===== src/rtl/reg_guard_pkg.sv =====
package reg_guard_pkg;

  // Decoded write strobes handed from the control decoder to the state datapath.
  typedef struct packed {
    logic lockWr;    // write aimed at the lock register
    logic commitWr;  // write aimed at the commit register
    logic allSel;    // every-slot selector bit of the write data
  } guardStrobes_t;

  // Slot positions of the protected registers; bit i of lock/commit guards slot i.
  localparam int unsigned SLOT_RUN_CTL     = 0;
  localparam int unsigned SLOT_CTL_A       = 1;
  localparam int unsigned SLOT_CTL_B       = 2;
  localparam int unsigned SLOT_BASE_ADDR   = 3;
  localparam int unsigned SLOT_CRC_SEED    = 4;
  localparam int unsigned SLOT_REF_VALUE   = 5;
  localparam int unsigned SLOT_WDOG_CFG    = 6;
  localparam int unsigned SLOT_WDOG_LO     = 7;
  localparam int unsigned SLOT_WDOG_HI     = 8;
  localparam int unsigned SLOT_ALARM_FORCE = 9;
  localparam int unsigned SLOT_IRQ_MASK    = 10;
  localparam int unsigned SLOT_IRQ_FORCE   = 11;

endpackage


===== src/rtl/guard_ctrl.sv =====
module guard_ctrl
  import reg_guard_pkg::*;
#(
  parameter int unsigned ADDR_W      = 4,
  parameter int unsigned LOCK_ADDR   = 2,
  parameter int unsigned COMMIT_ADDR = 3
) (
  input  logic              cfgWrEn,
  input  logic [ADDR_W-1:0] cfgAddr,
  input  logic              allBit,
  output guardStrobes_t     strobes
);

  localparam logic [ADDR_W-1:0] LockAddrV   = ADDR_W'(LOCK_ADDR);
  localparam logic [ADDR_W-1:0] CommitAddrV = ADDR_W'(COMMIT_ADDR);

  always_comb begin
    strobes.lockWr   = cfgWrEn && (cfgAddr == LockAddrV);
    strobes.commitWr = cfgWrEn && (cfgAddr == CommitAddrV);
    strobes.allSel   = allBit;
  end

endmodule


===== src/rtl/guard_state.sv =====
module guard_state
  import reg_guard_pkg::*;
#(
  parameter int unsigned NUM_REGS = 12
) (
  input  logic                clk,
  input  logic                rstN,
  input  guardStrobes_t       strobes,
  input  logic [NUM_REGS-1:0] selBits,
  output logic [NUM_REGS-1:0] lockQ,
  output logic [NUM_REGS-1:0] commitQ
);

  for (genvar i = 0; i < NUM_REGS; i++) begin : gSlot
    logic lockBit;
    logic commitBit;
    logic slotSel;

    assign slotSel = selBits[i] || strobes.allSel;

    always_ff @(posedge clk) begin
      if (!rstN) begin
        lockBit   <= 1'b0;
        commitBit <= 1'b0;
      end else begin
        // commit is set-only
        if (strobes.commitWr && slotSel) commitBit <= 1'b1;
        // lock follows the write data unless sealed
        if (strobes.lockWr && !commitBit) lockBit <= slotSel;
      end
    end

    assign lockQ[i]   = lockBit;
    assign commitQ[i] = commitBit;
  end

endmodule


===== src/rtl/guard_filter.sv =====
module guard_filter #(
  parameter int unsigned NUM_REGS = 12
) (
  input  logic [NUM_REGS-1:0] regWrReq,
  input  logic [NUM_REGS-1:0] lockQ,
  output logic [NUM_REGS-1:0] regWrEn
);

  for (genvar i = 0; i < NUM_REGS; i++) begin : gGate
    assign regWrEn[i] = regWrReq[i] && !lockQ[i];
  end

endmodule


===== src/rtl/reg_lock_guard.sv =====
module reg_lock_guard
  import reg_guard_pkg::*;
#(
  parameter int unsigned NUM_REGS    = 12,
  parameter int unsigned ADDR_W      = 4,
  parameter int unsigned LOCK_ADDR   = 2,
  parameter int unsigned COMMIT_ADDR = 3
) (
  input  logic                clk,
  input  logic                rstN,
  input  logic                cfgWrEn,
  input  logic [ADDR_W-1:0]   cfgAddr,
  input  logic [NUM_REGS:0]   cfgWrData,
  input  logic [NUM_REGS-1:0] regWrReq,
  output logic [NUM_REGS-1:0] regWrEn,
  output logic [NUM_REGS-1:0] lockState,
  output logic [NUM_REGS-1:0] commitState
);

  localparam int unsigned AllBitPos = NUM_REGS;

  guardStrobes_t       strobes;
  logic [NUM_REGS-1:0] lockQ;
  logic [NUM_REGS-1:0] commitQ;

  guard_ctrl #(
    .ADDR_W     (ADDR_W),
    .LOCK_ADDR  (LOCK_ADDR),
    .COMMIT_ADDR(COMMIT_ADDR)
  ) ctrlInst (
    .cfgWrEn(cfgWrEn),
    .cfgAddr(cfgAddr),
    .allBit (cfgWrData[AllBitPos]),
    .strobes(strobes)
  );

  guard_state #(
    .NUM_REGS(NUM_REGS)
  ) stateInst (
    .clk    (clk),
    .rstN   (rstN),
    .strobes(strobes),
    .selBits(cfgWrData[NUM_REGS-1:0]),
    .lockQ  (lockQ),
    .commitQ(commitQ)
  );

  guard_filter #(
    .NUM_REGS(NUM_REGS)
  ) filterInst (
    .regWrReq(regWrReq),
    .lockQ   (lockQ),
    .regWrEn (regWrEn)
  );

  assign lockState   = lockQ;
  assign commitState = commitQ;

endmodule


===== config.mk =====
export PLATFORM = sky130hd
export DESIGN_NAME = reg_lock_guard
export DESIGN_NICKNAME = d
export VERILOG_FILES = /design/src/rtl/reg_guard_pkg.sv /design/src/rtl/guard_ctrl.sv /design/src/rtl/guard_state.sv /design/src/rtl/guard_filter.sv /design/src/rtl/reg_lock_guard.sv
export SDC_FILE = /design/constraint.sdc
export NUM_CORES = 1
export LEC_CHECK = 0
export BUFFER_PORTS_ARGS = -buffer_cell sky130_fd_sc_hd__buf_2
export CAP_MARGIN = 10
export CORE_ASPECT_RATIO = 0.6
export CORE_UTILIZATION = 26
export CTS_BUF_LIST = sky130_fd_sc_hd__clkbuf_4 sky130_fd_sc_hd__clkbuf_8
export CTS_CLUSTER_SIZE = 14
export DETAILED_ROUTE_END_ITERATION = 10
export PLACE_DENSITY_LB_ADDON = 0.25
export SYNTH_ARGS = -nofsm -noshare
export SYNTH_HDL_FRONTEND = slang
export SYNTH_SLANG_ARGS = --single-unit

===== constraint.sdc =====
create_clock -name clk -period 2.4 [get_ports clk]
set_input_delay 0.24 -clock clk [delete_from_list [all_inputs] [get_ports clk]]
set_output_delay 0.24 -clock clk [all_outputs]
set_load 0.02 [all_outputs]

==> results.yml <==
status:
  outcome: "completed"
die:
  die_y_um: 59.2
  start_util: 0.275
  num_rows: 20
  fp.dieArea_um2: 5760
  io_pins: 68
  die_width_um: 97.3
  fp.coreArea_um2: 5150
sta:
  slew_viol_final: 0
  maxSlewHeadroom: 0.538
  fin_worst_skew_ns: 0.00320
  finalCriticalPeriod_ns: 1.25
  rsz0062_at_grt: "false"
  setup_viol: 0
  final.setup.tns_ns: 0
  max_freq_mhz: 800
  finalCritPeriodShare: 0.521
  final_hold_viol_count: 0
  max_slew.worst_pin.slew_ns: 0.693
cts:
  ctsResizeCount: 0
  clk_latency_ns: 0.27
  cts_buffers: 3
  cts.path.max_buffers: 2
  path_clk_slew_ns: 0.09
  cts-root-buf: "clkbuf_8"
  cts_tree: "done"
  cts_hold_buf: 0
  clock_sinks: 24
  postCtsSetupBuffers: 0
  cts_max_level: 1
cells_and_area:
  drive_gt1_frac: 0.464
  area_growth_pct: 15.1
  design_area_um2: 1630
  final_util: 0.317
  final_net_count: 227
  diodes: 0
route:
  viasPerCell: 4.42
  vias: 1150
  wl_per_cell_um: 11.9
  drt-pass1-iter-count: 4
  drc: 0
  wl_um: 3080
  first_iter_violations: 16
  ant_nets: 0
critical_path:
  ff2ff_path_depth: 2
  cp.arrival_ns: 1.45
  crit_type: "input pin to flop"
  reg2reg_from: "stateInst.gSlot[3].commitBit$_SDFFE_PN0P_"
  required_ns: 2.60
  crit_buf_inv: 2
  crit_fanout: 13
  critPathMaxStageDelay_ns: 0.57
  slowest_stage: "and4bb_1"
  endpoint_kind: "flop"
  reg2reg_to: "stateInst.gSlot[3].lockBit$_SDFFE_PN0P_"
  startpoint_type: "input pin"
  cpLargestDelayFamily: "simple AND/OR/NAND/NOR gates"
  path_cells: "buf_2 -> and4bb_1 -> buf_4 -> a31oi_1 -> nor2b_1"
  regToRegSetupSlack_ns: 1.53
global_routing:
  grt_max_degree: 37
  grt.busiest_layer: "met2"
  grt.total_usage: 0.107
  met2_usage: 0.171
  globalRouteMet3Util: 0.0401
  antenna_found_initial: 0
  grt_pass1_wl_um: 4810
  grt-ovfl-total: 0
  grt_pass1_vias: 1000
  grt_util_met1: 0.143
place:
  place.gp.congestion: 0.711
  hpwl_um: 2210
  placed_cell_area_um2: 1580
  port_buffers: 67
synthesis:
  synth_cell_types: 16
  netlist_top_cells_count: "buf_4 (26), dfxtp_1 (24), nor2_1 (24), nor2b_1 (24)"
  synth_cells: 157
  synth_top_area_frac: 0.339
  synth_edf_count: 0
  avgSynthCellArea_um2: 9.03
  synth_area_um2: 1420
  synth-seq-cells: 24
  yosysTopAreaCell: "dfxtp_1"
  async_reset_ff_frac: 0
  synthTopCellsByArea: "dfxtp_1 (34%), buf_4 (14%), o41ai_2 (11%)"
  yosysWarningCount: 0
  synth_nets: 189
  synth_ff_type: "dfxtp_1"
  synth.most_common_cell: "buf_4"
  synth-seq-area-share: 0.339
hold_path:
  hold_end: "stateInst.gSlot[2].lockBit$_SDFFE_PN0P_"
  min_from: "cfgWrData[2]"
  hold_path_depth: 4
  hold_class: "input pin to flop"
power_and_ir_drop:
  peakVddDrop_mv: 0.193
  p_leak_uw: 0.000732
  power.density_nw_per_um2: 514
  power_uw: 839
flow_run:
  maxCapViolations: 0
per-stage QoR:
step	instances	hold slack, ns	setup WS [ns]
3_5_place_dp	256	0.504	0.850
5_1_grt	260	0.330	1.00
3_3_place_gp	256	0.498	0.905
4_1_cts	260	0.301	1.13
6_report	260	0.302	1.15
2_1_floorplan	157	0.368	1.36
placed cells by master (no fill, tap or decap):
| master | Yosys | routed |
|---|---|---|
| buf_2 | 3 | 67 |
| nor2b_1 | 24 | 24 |
| nor2_1 | 24 | 24 |
| dfxtp_1 | 24 | 24 |
| a31oi_1 | 12 | 12 |
| a21oi_1 | 12 | 12 |
| o41ai_2 | 10 | 10 |
| or2_2 | 7 | 7 |
| or2_1 | 5 | 5 |
| clkbuf_8 | 0 | 4 |
| o41ai_1 | 2 | 2 |
| and4bb_1 | 1 | 1 |
| nand4bb_4 | 1 | 1 |
| buf_4 | 26 | 1 |
worst min-delay path: stages:
cell and delay, ns:
buf_2 0.08, or2_2 0.11, o41ai_2 0.05, nor2_1 0.06
state kept, by name (all words and copies together) (netlist names):
register                   cells
stateInst.gSlot.lockBit       12
stateInst.gSlot.commitBit     12
layer usage:
metal / vias up / wire [µm]
met2: 38 / 1310
li1: 591 / -
met5: - / 0
met1: 519 / 1550
met4: 0 / 8
met3: 2 / 215
logic make-up (layout without fill, tap and decap cells):
family                 after synthesis  after routing  synth area share
buffers and inverters               35             72             0.188
AO/OA/AOI/OAI                       36             36             0.222
AND/OR/NAND/NOR                     62             62             0.251
flip-flops                          24             24             0.339
area by class of cell:
type	instances	area [µm²]
Timing Repair Buffer	68	343
Clock buffer	4	55.1
Sequential cell	24	480
Multi-Input combinational cell	98	671
Fill cell	560	3520
Tap cell	66	82.6
how the worst max path moves through the flow:
stage,start,endpoint,slack [ns],cells past startpoint
2_1_floorplan,cfgAddr[2],stateInst.gSlot[0].lockBit$_SDFFE_PN0P_,1.36,4
3_3_place_gp,cfgAddr[2],stateInst.gSlot[3].commitBit$_SDFFE_PN0P_,0.90,5
3_5_place_dp,cfgAddr[2],stateInst.gSlot[9].commitBit$_SDFFE_PN0P_,0.85,5
4_1_cts,cfgAddr[2],stateInst.gSlot[9].commitBit$_SDFFE_PN0P_,1.13,5
5_1_grt,cfgAddr[2],stateInst.gSlot[9].commitBit$_SDFFE_PN0P_,1.00,5
6_report,cfgAddr[2],stateInst.gSlot[9].commitBit$_SDFFE_PN0P_,1.15,5
report_power, final:
group	total, µW	switching (µW)	internal, µW
clock	278	131	147
combinational	147	82.4	65.0
sequential	414	7.62	406
No activity file was read; power rests on OpenSTA's default activity.
